`src/rtl/bbr_pkg.sv`:
```
`timescale 1ns/1ps
package bbr_pkg;
   typedef enum logic [1:0] {
      K_CNT  = 2'd0,
      K_CMP  = 2'd1,
      K_CAP  = 2'd2,
      K_NONE = 2'd3
   } kind_e;
endpackage

```
`src/rtl/bbr_decode.sv`:
```
`timescale 1ns/1ps
module bbr_decode
   import bbr_pkg::*;
#(
   parameter int AW      = 4,
   parameter int NUM_CMP = 3
) (
   input  logic [AW-1:0]      addr,
   output kind_e              kind,
   output logic               hi,
   output logic [NUM_CMP-1:0] cmp_sel
);
   localparam int RIW = AW - 1;
   localparam logic [RIW-1:0] CAP_IDX = RIW'(NUM_CMP + 1);

   logic [RIW-1:0] ridx;
   assign ridx = addr[AW-1:1];
   assign hi   = addr[0];

   for (genvar g = 0; g < NUM_CMP; g++) begin : g_sel
      localparam logic [RIW-1:0] MATCH = RIW'(g + 1);
      assign cmp_sel[g] = (ridx == MATCH);
   end

   always_comb begin
      if (ridx == '0)          kind = K_CNT;
      else if (|cmp_sel)       kind = K_CMP;
      else if (ridx == CAP_IDX) kind = K_CAP;
      else                     kind = K_NONE;
   end

   // at most one compare register is selected, and none for another kind
   always_comb begin
      assert_sel_onehot_R10: assert ($onehot0(cmp_sel) && ((kind == K_CMP) == (|cmp_sel)));
   end
endmodule

```
`src/rtl/bbr_temp.sv`:
```
`timescale 1ns/1ps
module bbr_temp #(
   parameter int DW = 8
) (
   input  logic          clk,
   input  logic          rst_n,
   input  logic          ld,
   input  logic [DW-1:0] d,
   output logic [DW-1:0] q
);
   always_ff @(posedge clk) begin
      if (!rst_n)  q <= '0;
      else if (ld) q <= d;
   end

   // the holding byte moves only when it is loaded
   assert_temp_hold_R7: assert property (@(posedge clk) disable iff (!rst_n)
      !ld |=> $stable(q));
endmodule

```
`src/rtl/bbr_cmp_bank.sv`:
```
`timescale 1ns/1ps
module bbr_cmp_bank #(
   parameter int DW      = 8,
   parameter int NUM_CMP = 3,
   localparam int RW     = 2 * DW
) (
   input  logic                  clk,
   input  logic                  rst_n,
   input  logic [NUM_CMP-1:0]    we,
   input  logic [RW-1:0]         wdata,
   input  logic [NUM_CMP-1:0]    rd_sel,
   output logic [NUM_CMP*RW-1:0] vals,
   output logic [RW-1:0]         rd_val
);
   logic [RW-1:0] q [NUM_CMP];

   for (genvar g = 0; g < NUM_CMP; g++) begin : g_reg
      always_ff @(posedge clk) begin
         if (!rst_n)     q[g] <= '0;
         else if (we[g]) q[g] <= wdata;
      end
      assign vals[g*RW +: RW] = q[g];

      // a compare write lands on the next edge
      assert_cmp_wr_R4: assert property (@(posedge clk) disable iff (!rst_n)
         we[g] |=> (vals[g*RW +: RW] == $past(wdata)));
   end

   always_comb begin
      rd_val = '0;
      for (int i = 0; i < NUM_CMP; i++) begin
         rd_val = rd_val | (q[i] & {RW{rd_sel[i]}});
      end
   end
endmodule

```
`src/rtl/bbr_bridge16.sv`:
```
`timescale 1ns/1ps
module bbr_bridge16
   import bbr_pkg::*;
#(
   parameter int DW              = 8,
   parameter int AW              = 4,
   parameter int NUM_CMP         = 3,
   parameter bit CMP_READ_DIRECT = 1'b1
) (
   input  logic                       clk,
   input  logic                       rst_n,
   input  logic [AW-1:0]              bus_addr,
   input  logic [DW-1:0]              bus_wdata,
   input  logic                       bus_wr,
   input  logic                       bus_rd,
   output logic [DW-1:0]              bus_rdata,
   input  logic [2*DW-1:0]            cnt_val,
   input  logic [2*DW-1:0]            cap_val,
   output logic                       cnt_ld,
   output logic                       cap_ld,
   output logic [2*DW-1:0]            ld_data,
   output logic [NUM_CMP*2*DW-1:0]    cmp_vals
);
   localparam int RW = 2 * DW;

   if (DW < 1 || NUM_CMP < 1 || AW < 2 || (NUM_CMP + 2) > (1 << (AW - 1))) begin : g_bad_cfg
      $error("bbr_bridge16: address space too small for the register set");
   end

   kind_e              kind;
   logic               hi;
   logic [NUM_CMP-1:0] cmp_sel;
   logic [DW-1:0]      temp_q;
   logic [DW-1:0]      temp_d;
   logic               temp_ld;
   logic [RW-1:0]      cmp_rd;
   logic [RW-1:0]      live_src;
   logic [DW-1:0]      cmp_hi_byte;
   logic               cmp_rd_loads_temp;
   logic               rd_ok;
   logic               lo_wr;

   bbr_decode #(.AW(AW), .NUM_CMP(NUM_CMP)) u_dec (
      .addr(bus_addr), .kind(kind), .hi(hi), .cmp_sel(cmp_sel)
   );

   bbr_temp #(.DW(DW)) u_tmp (
      .clk(clk), .rst_n(rst_n), .ld(temp_ld), .d(temp_d), .q(temp_q)
   );

   assign rd_ok   = bus_rd & ~bus_wr;
   assign lo_wr   = bus_wr & ~hi;
   assign ld_data = {temp_q, bus_wdata};
   assign cnt_ld  = lo_wr & (kind == K_CNT);
   assign cap_ld  = lo_wr & (kind == K_CAP);

   bbr_cmp_bank #(.DW(DW), .NUM_CMP(NUM_CMP)) u_cmp (
      .clk(clk), .rst_n(rst_n),
      .we(cmp_sel & {NUM_CMP{lo_wr & (kind == K_CMP)}}),
      .wdata(ld_data), .rd_sel(cmp_sel),
      .vals(cmp_vals), .rd_val(cmp_rd)
   );

   assign live_src = (kind == K_CAP) ? cap_val : cnt_val;

   if (CMP_READ_DIRECT) begin : g_cmp_direct
      assign cmp_hi_byte       = cmp_rd[RW-1:DW];
      assign cmp_rd_loads_temp = 1'b0;
   end else begin : g_cmp_via_temp
      assign cmp_hi_byte       = temp_q;
      assign cmp_rd_loads_temp = 1'b1;
   end

   always_comb begin
      temp_ld = 1'b0;
      temp_d  = bus_wdata;
      if (bus_wr && hi && kind != K_NONE) begin
         temp_ld = 1'b1;
      end else if (rd_ok && !hi && (kind == K_CNT || kind == K_CAP)) begin
         temp_ld = 1'b1;
         temp_d  = live_src[RW-1:DW];
      end else if (rd_ok && !hi && kind == K_CMP && cmp_rd_loads_temp) begin
         temp_ld = 1'b1;
         temp_d  = cmp_rd[RW-1:DW];
      end
   end

   always_comb begin
      bus_rdata = '0;
      if (rd_ok) begin
         unique case (kind)
            K_CNT, K_CAP: bus_rdata = hi ? temp_q : live_src[DW-1:0];
            K_CMP:        bus_rdata = hi ? cmp_hi_byte : cmp_rd[DW-1:0];
            default:      bus_rdata = '0;
         endcase
      end
   end

   // the two timer load strobes never fire together
   assert_ld_onehot_R3: assert property (@(posedge clk) disable iff (!rst_n)
      $onehot0({cnt_ld, cap_ld}));

   // a mapped high-byte write lands in the holding byte only
   assert_hi_wr_R2: assert property (@(posedge clk) disable iff (!rst_n)
      (bus_wr && bus_addr[0] && kind != K_NONE) |-> (!cnt_ld && !cap_ld) ##1 (temp_q == $past(bus_wdata)));

   // a counter low-byte read snapshots its high byte
   assert_lo_rd_R6: assert property (@(posedge clk) disable iff (!rst_n)
      (rd_ok && !bus_addr[0] && kind == K_CNT) |=> (temp_q == $past(cnt_val[RW-1:DW])));
endmodule

```
`config.mk`:
```
export PLATFORM = sky130hd
export DESIGN_NAME = bbr_bridge16
export DESIGN_NICKNAME = d
export VERILOG_FILES = /design/src/rtl/bbr_pkg.sv /design/src/rtl/bbr_decode.sv /design/src/rtl/bbr_temp.sv /design/src/rtl/bbr_cmp_bank.sv /design/src/rtl/bbr_bridge16.sv
export SDC_FILE = /design/constraint.sdc
export NUM_CORES = 1
export LEC_CHECK = 0
export ABC_CLOCK_PERIOD_IN_PS = 8119
export BUFFER_PORTS_ARGS = -buffer_cell sky130_fd_sc_hd__clkbuf_2
export CORE_MARGIN = 2
export CORE_UTILIZATION = 52
export CTS_BUF_LIST = sky130_fd_sc_hd__clkbuf_16
export DETAILED_ROUTE_END_ITERATION = 8
export PLACE_DENSITY = 0.94
export RECOVER_POWER = 100
export SKIP_CTS_REPAIR_TIMING = 1
export SLEW_MARGIN = 20
export SYNTH_ARGS = -nofsm -noshare
export SYNTH_HDL_FRONTEND = slang
export SYNTH_SLANG_ARGS = --single-unit
export TNS_END_PERCENT = 50
```
`constraint.sdc`:
```
create_clock -name clk -period 8.12 [get_ports clk]
set_clock_uncertainty 0.05 [all_clocks]
set_input_delay 2.436 -clock clk [delete_from_list [all_inputs] [get_ports clk]]
set_output_delay 2.436 -clock clk [all_outputs]
set_load 0.02 [all_outputs]
```
==> results of run 1 <==
## power breakdown
part           internal [mW]  switching [mW]
sequential             0.326          0.0109
clock                  0.111          0.0917
combinational         0.0328          0.0685
## final timing paths
check               from        endpoint
max          bus_addr[1]    bus_rdata[5]
min           u_tmp.q[3]      u_tmp.q[3]
min reg2reg   u_tmp.q[3]      u_tmp.q[3]
max reg2reg   u_tmp.q[5]  u_cmp.q[2][13]
## per-layer routing
metal	share of wire [%]	GRT usage, %	wire [um]
met1	37	34.6	3110
met3	12	6.45	1020
met4	2.8	10.0	233
met5	0	0	0
met2	48	43.0	4030
## per-stage QoR
step	util [%]	setup slack, ns	area, um2	cells
CTS	66.5	0.946	3680	448
finish	64.8	0.788	3590	448
floorplan	-	1.71	2990	273
global placement	64.0	1.14	3550	440
global route	64.8	0.730	3590	448
detailed placement	64.0	1.02	3550	440
## kinds of logic after synthesis
family | after synthesis
multiplexers | 31
flip-flops | 56
buffers and inverters | 27
AO/OA/AOI/OAI | 57
AND/OR/NAND/NOR | 102
## Yosys cell counts, drive strengths merged
library cell / count
a211o: 2
a211oi: 7
a21oi: 20
a221oi: 1
a22oi: 6
a31oi: 2
and2: 50
and3: 1
buf: 18
clkbuf: 8
clkinv: 1
dfxtp: 8
edfxtp: 48
mux2: 9
mux2i: 22
nand2: 12
nand2b: 2
nand3: 8
nand3b: 1
nor2: 20
nor2b: 2
nor3b: 3
o211a: 1
o21ai: 11
o32ai: 7
or2: 1
or3: 1
or4b: 1
## worst min-delay path: stages (launching register included)
cell     delay, ns
dfxtp_1       0.37
nand3_1       0.09
a21oi_1       0.06
## cell usage in the layout (no fill, tap or decap), types with 5 or more instances in the layout
cell | Yosys | layout
nor2_1 | 20 | 20
clkbuf_16 | 0 | 5
a21oi_1 | 20 | 20
a22oi_1 | 6 | 6
mux2i_1 | 22 | 22
edfxtp_1 | 48 | 48
mux2_2 | 9 | 9
o32ai_1 | 7 | 7
o21ai_0 | 9 | 9
nand2_1 | 12 | 12
nand3_1 | 8 | 8
dfxtp_1 | 8 | 8
and2_1 | 50 | 19
clkbuf_2 | 0 | 48
clkbuf_1 | 8 | 73
and2_0 | 0 | 31
a211oi_1 | 7 | 7
## cell type report
cell class	instances	area share [%]
Clock inverter	3	0.313
Tap cell	72	2.51
Sequential cell	56	44.6
Multi-Input combinational cell	190	34.7
Timing Repair Buffer	121	14.3
Inverter	1	0.104
Clock buffer	5	3.48
## registers in the layout, indices dropped and copies added, names as in the netlist
name and flops:
u_cmp.q 48, u_tmp.q 8
==> summary.txt, run 1 <==
Synth
  – Post-synthesis mux area share: 10.8%
  – Mean post-synth cell area: about 11 um2
  – Synth Net Count: 321
  – Xor and xnor area share after synthesis: 0%
  – Synthesis Warnings: 0
  – Mapped cell area: 2990 um2
  – Count of different cell masters after synthesis: 32
  – Post-synthesis cell count: 273
  – Largest family of logic cells by synthesized area: simple AND/OR/NAND/NOR gates
  – Synth top area cells: edfxtp_1 48%, and2_1 10%, mux2i_1 7.4%
  – FF+latch count, synth: 56
  – Post-synthesis simple-gate area fraction: 18.8%
  – Biggest area consumer among synthesized cells: edfxtp_1
  – Register area share after synthesis: 53.6%
  – Adder-cell share of the synthesized area: 0%
  – Share of the synthesized area in the top cell type: between 40 and 50%
  – Compound-Gate Fraction of Synth Area: 12.1%

Timing
  – F_max: 136 MHz
  – Fin crit period: 7.33 ns
  – Final Hold Viols: 0
  – Final Slew Violations: 40
  – Endpoints failing setup: 0
  – Slew @ Worst Pin: 1.51 ns
  – Worst hold margin: 0.522 ns
  – Unrepaired setup endpoints after global routing: false
  – Final setup TNS: 0 ns
  – Period utilization: 90.3%
  – Worst slew margin: -0.500%

Critical path
  – Crit. End Element: primary output
  – Crit path max-delay family: simple AND/OR/NAND/NOR gates
  – CP Data Arrival Time: about 4.9 ns
  – Crit path max fanout: 24
  – Worst Path Buf+Inv: 2
  – Worst setup SP type: input port
  – Slowest stage delay, CP: ~0.93 ns
  – CP required: 5.63 ns
  – Worst R2R Path Depth: 1
  – Crit-path cells: clkbuf_2, nor3b_2, nand2_1, o211a_1, o32ai_1, clkbuf_1
  – Critical Path Slowest Stage Cell: nor3b_2
  – Crit Path Class: in -> out
  – Worst path depth: 6
  – R2r setup slk: 7.27 ns

Drt
  – Pre-antenna DRT Iters: 5
  – DR WL/cell: approximately 19 um
  – DRT antenna net count: 0
  – Via count: 2,645
  – Total Wirelength: 8390 um
  – Via/cell ratio: 5.90
  – DRT iter0 DRCs: just under 300
  – DRC errors left: 0

Cells and area
  – Multi-input logic area: 1250 um2
  – FILL cells: between 400 and 500
  – Share of layout cells above drive strength 1: 16.8%
  – Area Overhead vs Synth: 20.1%
  – NumNets Final: 423
  – ANT cells: 0
  – Reg area: 1600 um2

CTS
  – Clock sinks: 56
  – Clock buffer depth: 2
  – Worst-Skew Late Latency: 0.29 ns
  – CTS clk-pin slew, worst paths: 0.07 ns
  – CTS tree: built
  – H-tree depth: 2
  – Total CTS buffers: 5
  – Root buffer cell: clkbuf_16

Global routing
  – Number of global-route vias before repair: roughly 2.4k
  – Global-route wire length before repair: 12,500 um
  – Global-route congestion overflow total: 0
  – Initial antenna violation count: 0
  – Largest net degree at the start of global routing: 40
  – All-Layer GR Usage: 26.6%

Pwr
  – Tot Pwr: about 0.64 mW
  – VDD IR-drop max: about 0.11 mV
  – Leak: 1.36 nW
  – P per Cell Area: 179 nW/um2

Floorplan
  – Top Ports: 122
  – Die W: 79.8 um
  – Die ar.: 6370 um2
  – Initial Utilization: approximately 54%
  – Rows: 27
  – Die height: 79.8 um
  – Core Footprint: 5540 um2

Run status
  – Failing checks: capacitance limit, slew limit
  – Status: complete, but fails checks

Min path
  – Worst hold path class: reg -> reg
  – Hold path depth: 2

Place
  – Dpl hpwl: 5850 um
  – RePlAce Congestion: approximately 0.94
  – IO Port Bufs: 121

Flow run
  – Max Cap Viol: 1
No activity file was read; power rests on OpenSTA's default activity.
==> run 2, diff against run 1 <==
MAX_ROUTING_LAYER = met4   (was not set)
==> run 2 against run 1 <==
The flow finishes with violations (capacitance limit). Sequential share of layout area shrank 0.32 points. Sequential power about the same. Cell count stayed put. Hold slack worse by 0.027 ns. Clock power is 17% higher. Cell area grew 0.73%. Global-route usage is 0.61 points higher. Setup slack lost 0.0089 ns. Critical path type unchanged.
==> summary.txt, run 2 (synthesized netlist as in run 1, its figures left out) <==
Run status
  – Status: complete, but fails checks
  – Failing checks: capacitance limit

Critical path
  – Crit path max fanout: 24
  – R2r setup slk: ~7.2 ns
  – Worst setup SP type: input port
  – Crit. End Element: primary output
  – Critical Path Slowest Stage Cell: nor3b_2
  – RR Startpoint: u_tmp.q[0]
  – R2r endpoint: u_tmp.q[0]
  – Slowest stage delay, CP: 0.97 ns
  – Crit-path cells: clkbuf_2, nor3b_2, a211oi_1, o32ai_1, clkbuf_1
  – CP Data Arrival Time: 4.85 ns
  – CP required: between 5 and 6 ns
  – Worst R2R Path Depth: 2
  – Crit Path Class: in -> out

Timing
  – Worst hold margin: 0.495 ns
  – Final Slew Violations: 0
  – Fin crit period: around 7.3 ns
  – Final Hold Viols: 0
  – Unrepaired setup endpoints after global routing: false
  – Slew @ Worst Pin: between 1 and 1.5 ns
  – F_max: approximately 140 MHz
  – Period utilization: about nine tenths
  – Worst slew margin: less than 1%
  – PnR worst setup slack: around 0.8 ns
  – Endpoints failing setup: 0
  – Final setup TNS: 0 ns

Floorplan
  – Die height: approximately 80 um
  – Die W: 79.8 um
  – Die ar.: 6370 um2
  – Core Footprint: around 5500 um2
  – Top Ports: 122
  – Rows: 27
  – Initial Utilization: 54.0%

Cells and area
  – Biggest regs: u_cmp.q x48, u_tmp.q x8
  – Multi-input logic area: 1250 um2
  – Area Overhead vs Synth: 21.0%
  – Max reg flops: 48
  – ANT cells: 0
  – FILL cells: 466
  – Final Util: 65.3%
  – Share of layout cells above drive strength 1: 17.0%
  – Reg area: 1600 um2
  – NumNets Final: 423
  – Register name with the most flops: u_cmp.q
  – Commonest non-fill, non-tap cell in the layout: clkbuf_1
  – Most frequent cells in the layout: 73 x clkbuf_1, 48 x clkbuf_2, 48 x edfxtp_1, 30 x and2_0, 22 x mux2i_1

CTS
  – Worst-Skew Late Latency: 0.29 ns
  – Clock sinks: 56
  – Clock buffer depth: 2
  – Total CTS buffers: 5
  – H-tree depth: 2
  – CTS tree: built
  – Root buffer cell: clkbuf_16
  – CTS clk-pin slew, worst paths: 0.07 ns

Min path
  – Hold Startpoint: u_tmp.q[2]
  – Worst hold path class: reg -> reg
  – Hold EP: u_tmp.q[2]
  – Hold path depth: 2

Drt
  – Via count: 2,596
  – DRT iter0 DRCs: 334
  – Pre-antenna DRT Iters: 5
  – DRC errors left: 0
  – DRT antenna net count: 0
  – DR WL/cell: approximately 19 um
  – Total Wirelength: about 8400 um
  – Via/cell ratio: 5.79

Place
  – Pre-CTS setup slack: 0.951 ns
  – IO Port Bufs: 121
  – Dpl hpwl: slightly below 6000 um
  – RePlAce Congestion: 0.918

Pwr
  – Switching Fraction: 25.5%
  – Clock power share: 35.1%
  – Share of power burned in registers: 50.0%
  – Internal power: 0.502 mW
  – VDD IR-drop max: ~0.11 mV
  – Switching Power: 0.172 mW
  – Combinational share of power: 15.0%
  – P per Cell Area: 186 nW/um2
  – Leak: approximately 1.4 nW
  – Tot Pwr: slightly below 0.7 mW

Flow run
  – Max Cap Viol: 1

Global routing
  – Met3 Use GR: roughly 4.4%
  – Initial antenna violation count: 0
  – Number of global-route vias before repair: 2,437
  – All-Layer GR Usage: 27.2%
  – GRT met1 Usage: 33.8%
  – Global-route wire length before repair: 12,500 um
  – Grt peak-use layer: met2
  – Global Route met2 Usage: a little under half
  – Largest net degree at the start of global routing: 40
  – Global-route congestion overflow total: 0
run 2: critical path, delay by kind of cell:
family	cells	cell delay [ns]
AOI/OAI and AO/OA	2	0.63
and+or+nand+nor	1	0.97
buffers and inverters	2	0.81
run 2: worst max-delay path by stage:
stage | start | to | slack [ns] | cells past startpoint
2_1_floorplan | bus_addr[2] | bus_rdata[1] | 1.71 | 5
3_3_place_gp | bus_addr[1] | bus_rdata[2] | 1.14 | 5
3_5_place_dp | bus_addr[1] | bus_rdata[3] | 0.95 | 5
4_1_cts | bus_addr[1] | bus_rdata[5] | 0.94 | 5
5_1_grt | bus_addr[1] | bus_rdata[5] | 0.63 | 5
6_report | bus_addr[1] | bus_rdata[5] | 0.78 | 5
run 2: power by group through the flow:
stage                     Sequential [mW]  Clock, mW  Combinational (mW)
after floorplan                     0.358          0              0.0476
after global placement              0.343          0               0.101
after detailed placement            0.343          0               0.104
after CTS                           0.337      0.237               0.105
after global routing                0.338      0.248               0.109
final                               0.337      0.237               0.101
run 2: routing by layer:
metal / up-vias / part of all wire [%]
met2: 183 / 50
met3: 12 / 10
met1: 1207 / 38
li1: 1194 / -
met4: 0 / 1.7
met5: - / 0
run 2: cell type report:
type                       instances  share of cell area, %
sequential                        56                   44.3
multi-input combinational        190                   34.4
timing repair buffer             121                   14.2
clock buffer                       5                   3.46
tap                               72                   2.49
clock inverter                     3                   1.04
inverter                           1                  0.104
run 2: per-stage QoR:
| step | area, um2 | cells |
|---|---|---|
| 2_1_floorplan | 2990 | 273 |
| 3_3_place_gp | 3550 | 440 |
| 3_5_place_dp | 3550 | 440 |
| 4_1_cts | 3710 | 448 |
| 5_1_grt | 3620 | 448 |
| 6_report | 3620 | 448 |
==> run 3, diff against run 2 <==
CORE_UTILIZATION = 44   (was 52)
GPL_TIMING_DRIVEN = 0   (was not set)
PLACE_DENSITY = 0.83   (was 0.94)
==> run 3 against run 2 <==
The run now ends clean. Sequential cell count stayed put. Sequential power hardly changed. Die area is 17% higher. Combinational power is 5% higher. Cell area is 4.0% higher. Non-clock buffer count is 26 higher. Setup slack better by 0.17 ns. Clock power is 6% higher. Core utilization is 9.0 points lower. Clock-buffer cell count stayed put. Critical path depth is 2 higher. Critical endpoint is now bus_rdata[4]. Highest routed layer unchanged.
==> summary.txt, run 3 (synthesized netlist as in run 1, its figures left out) <==
Critical path
  – Crit. End Element: primary output
  – R2r setup slk: 7.25 ns
  – Worst Path Buf+Inv: 4
  – Crit path max-delay family: buffers and inverters
  – CP required: 5.63 ns
  – Crit-path cells: clkbuf_2, clkbuf_1, nor3b_1, clkbuf_1, a211oi_1, o32ai_1, clkbuf_1
  – Worst R2R Path Depth: 2
  – RR Startpoint: u_tmp.q[6]
  – Critical Path Slowest Stage Cell: nor3b_1
  – CP Data Arrival Time: 4.68 ns
  – Crit-path most repeated cell: clkbuf_1
  – Crit path max fanout: 10
  – Worst setup SP type: input port
  – Crit path launch: bus_addr[2]
  – Slowest stage delay, CP: 0.71 ns
  – Crit Path Class: in -> out
  – Worst path depth: 7

Timing
  – Final Slew Violations: 0
  – Slew @ Worst Pin: 0.827 ns
  – Period utilization: 88.3%
  – Final setup TNS: 0 ns
  – Fin crit period: about 7 ns
  – F_max: 139 MHz
  – Unrepaired setup endpoints after global routing: false
  – Final Hold Viols: 0
  – Endpoints failing setup: 0
  – Worst slew margin: 44.7%

Pwr
  – P per Cell Area: 184 nW/um2
  – Switching Power: 0.184 mW
  – Share of power burned in registers: about half
  – Switching Fraction: 26.5%
  – Combinational share of power: 15.3%
  – Clock power share: 36.2%
  – VDD IR-drop max: 0.0887 mV
  – Leak: 1.44 nW
  – Internal power: 0.510 mW

Place
  – IO Port Bufs: 121
  – Dpl hpwl: 6570 um
  – RePlAce Congestion: 0.882

Floorplan
  – Initial Utilization: 44.8%
  – Core Footprint: 6680 um2
  – Die W: 86.4 um
  – Die ar.: around 7500 um2
  – Rows: 30
  – Top Ports: 122
  – Die height: 86.4 um

CTS
  – Total CTS buffers: 5
  – Root buffer cell: clkbuf_16
  – Clock sinks: 56
  – CTS clk-pin slew, worst paths: ~0.07 ns
  – Clock buffer depth: 2
  – H-tree depth: 2
  – CTS tree: built
  – Worst-Skew Late Latency: 0.30 ns

Cells and area
  – Final Util: 56.3%
  – Commonest non-fill, non-tap cell in the layout: clkbuf_1
  – Share of layout cells above drive strength 1: between 10% and 20%
  – Register name with the most flops: u_cmp.q
  – Biggest regs: u_cmp.q x48, u_tmp.q x8
  – Most frequent cells in the layout: 86 x clkbuf_1, 48 x clkbuf_2, 48 x edfxtp_1, 27 x and2_0, 23 x and2_1
  – Max reg flops: 48
  – NumNets Final: 449
  – ANT cells: 0
  – Area Overhead vs Synth: 25.9%

Global routing
  – Global-route congestion overflow total: 0
  – Number of global-route vias before repair: 2,484
  – Initial antenna violation count: 0
  – All-Layer GR Usage: 24.8%
  – Largest net degree at the start of global routing: 19
  – Global-route wire length before repair: 13,400 um

Drt
  – Metal-1 WL: 3810 um
  – Metal3 WL: 622 um
  – DRT antenna net count: 0
  – DR WL/cell: 18.4 um
  – Via count: 2,575
  – Pre-antenna DRT Iters: 5
  – DRC errors left: 0
  – Top Metal Used: met4
  – Via/cell ratio: roughly 5.3
  – Total Wirelength: roughly 8800 um
  – Wire length on met2: 4280 um
  – DRT iter0 DRCs: 203

Min path
  – Hold path depth: 2
  – Hold Startpoint: u_tmp.q[2]
  – Worst hold path class: reg -> reg

Flow run
  – Max Cap Viol: 0

Run status
  – Status: finished, final reports clean
==> run 3: cell count changes in the layout (fill, tap and decap cells not counted), sizes merged <==
cell,change
buf,+13
clkinv,-1
clkbuf,+13
inv,+1
==> run 3: power groups by stage <==
stage,Clock (mW),Combinational [mW],Sequential [mW]
6_report,0.251,0.106,0.337
4_1_cts,0.251,0.111,0.336
5_1_grt,0.260,0.115,0.338
2_1_floorplan,0,0.0476,0.358
3_3_place_gp,0,0.109,0.342
3_5_place_dp,0,0.111,0.343
==> run 3: tightest hold or removal path, cell delays in order (launching register included) <==
cell and delay, ns:
dfxtp_1 0.37, nand3_1 0.09, a21oi_1 0.06
==> run 3: path summary, 6_finish.rpt <==
check,end
setup / recovery,bus_rdata[4]
hold / removal,u_tmp.q[2]
setup reg to reg,u_tmp.q[6]
hold reg to reg,u_tmp.q[2]
==> run 3: per-stage QoR <==
stage	instances	power (mW)	hold slack (ns)	setup WS (ns)	instance area [um2]
global placement	474	0.451	0.465	1.38	3700
detailed placement	474	0.454	0.498	1.36	3700
finish	482	0.694	0.518	0.950	3760
CTS	482	0.699	0.506	1.34	3870
global route	482	0.713	0.531	0.792	3760
floorplan	273	0.406	0.531	1.71	2990
==> run 3: final cells by class <==
type / count / area [um2]
Tap cell: 80 / 100
Buffer: 26 / 133
Multi-Input combinational cell: 190 / 1240
Inverter: 1 / 3.75
Fill cell: 639 / 2920
Timing Repair Buffer: 121 / 514
Sequential cell: 56 / 1600
Clock inverter: 3 / 46.3
Clock buffer: 5 / 125
==> run 3: layer usage <==
layer | vias to the layer above | GRT usage [%]
li1 | 1240 | -
met1 | 1201 | 32.4
met2 | 123 | 40.8
met3 | 11 | 3.52
met4 | 0 | 6.53
met5 | - | -
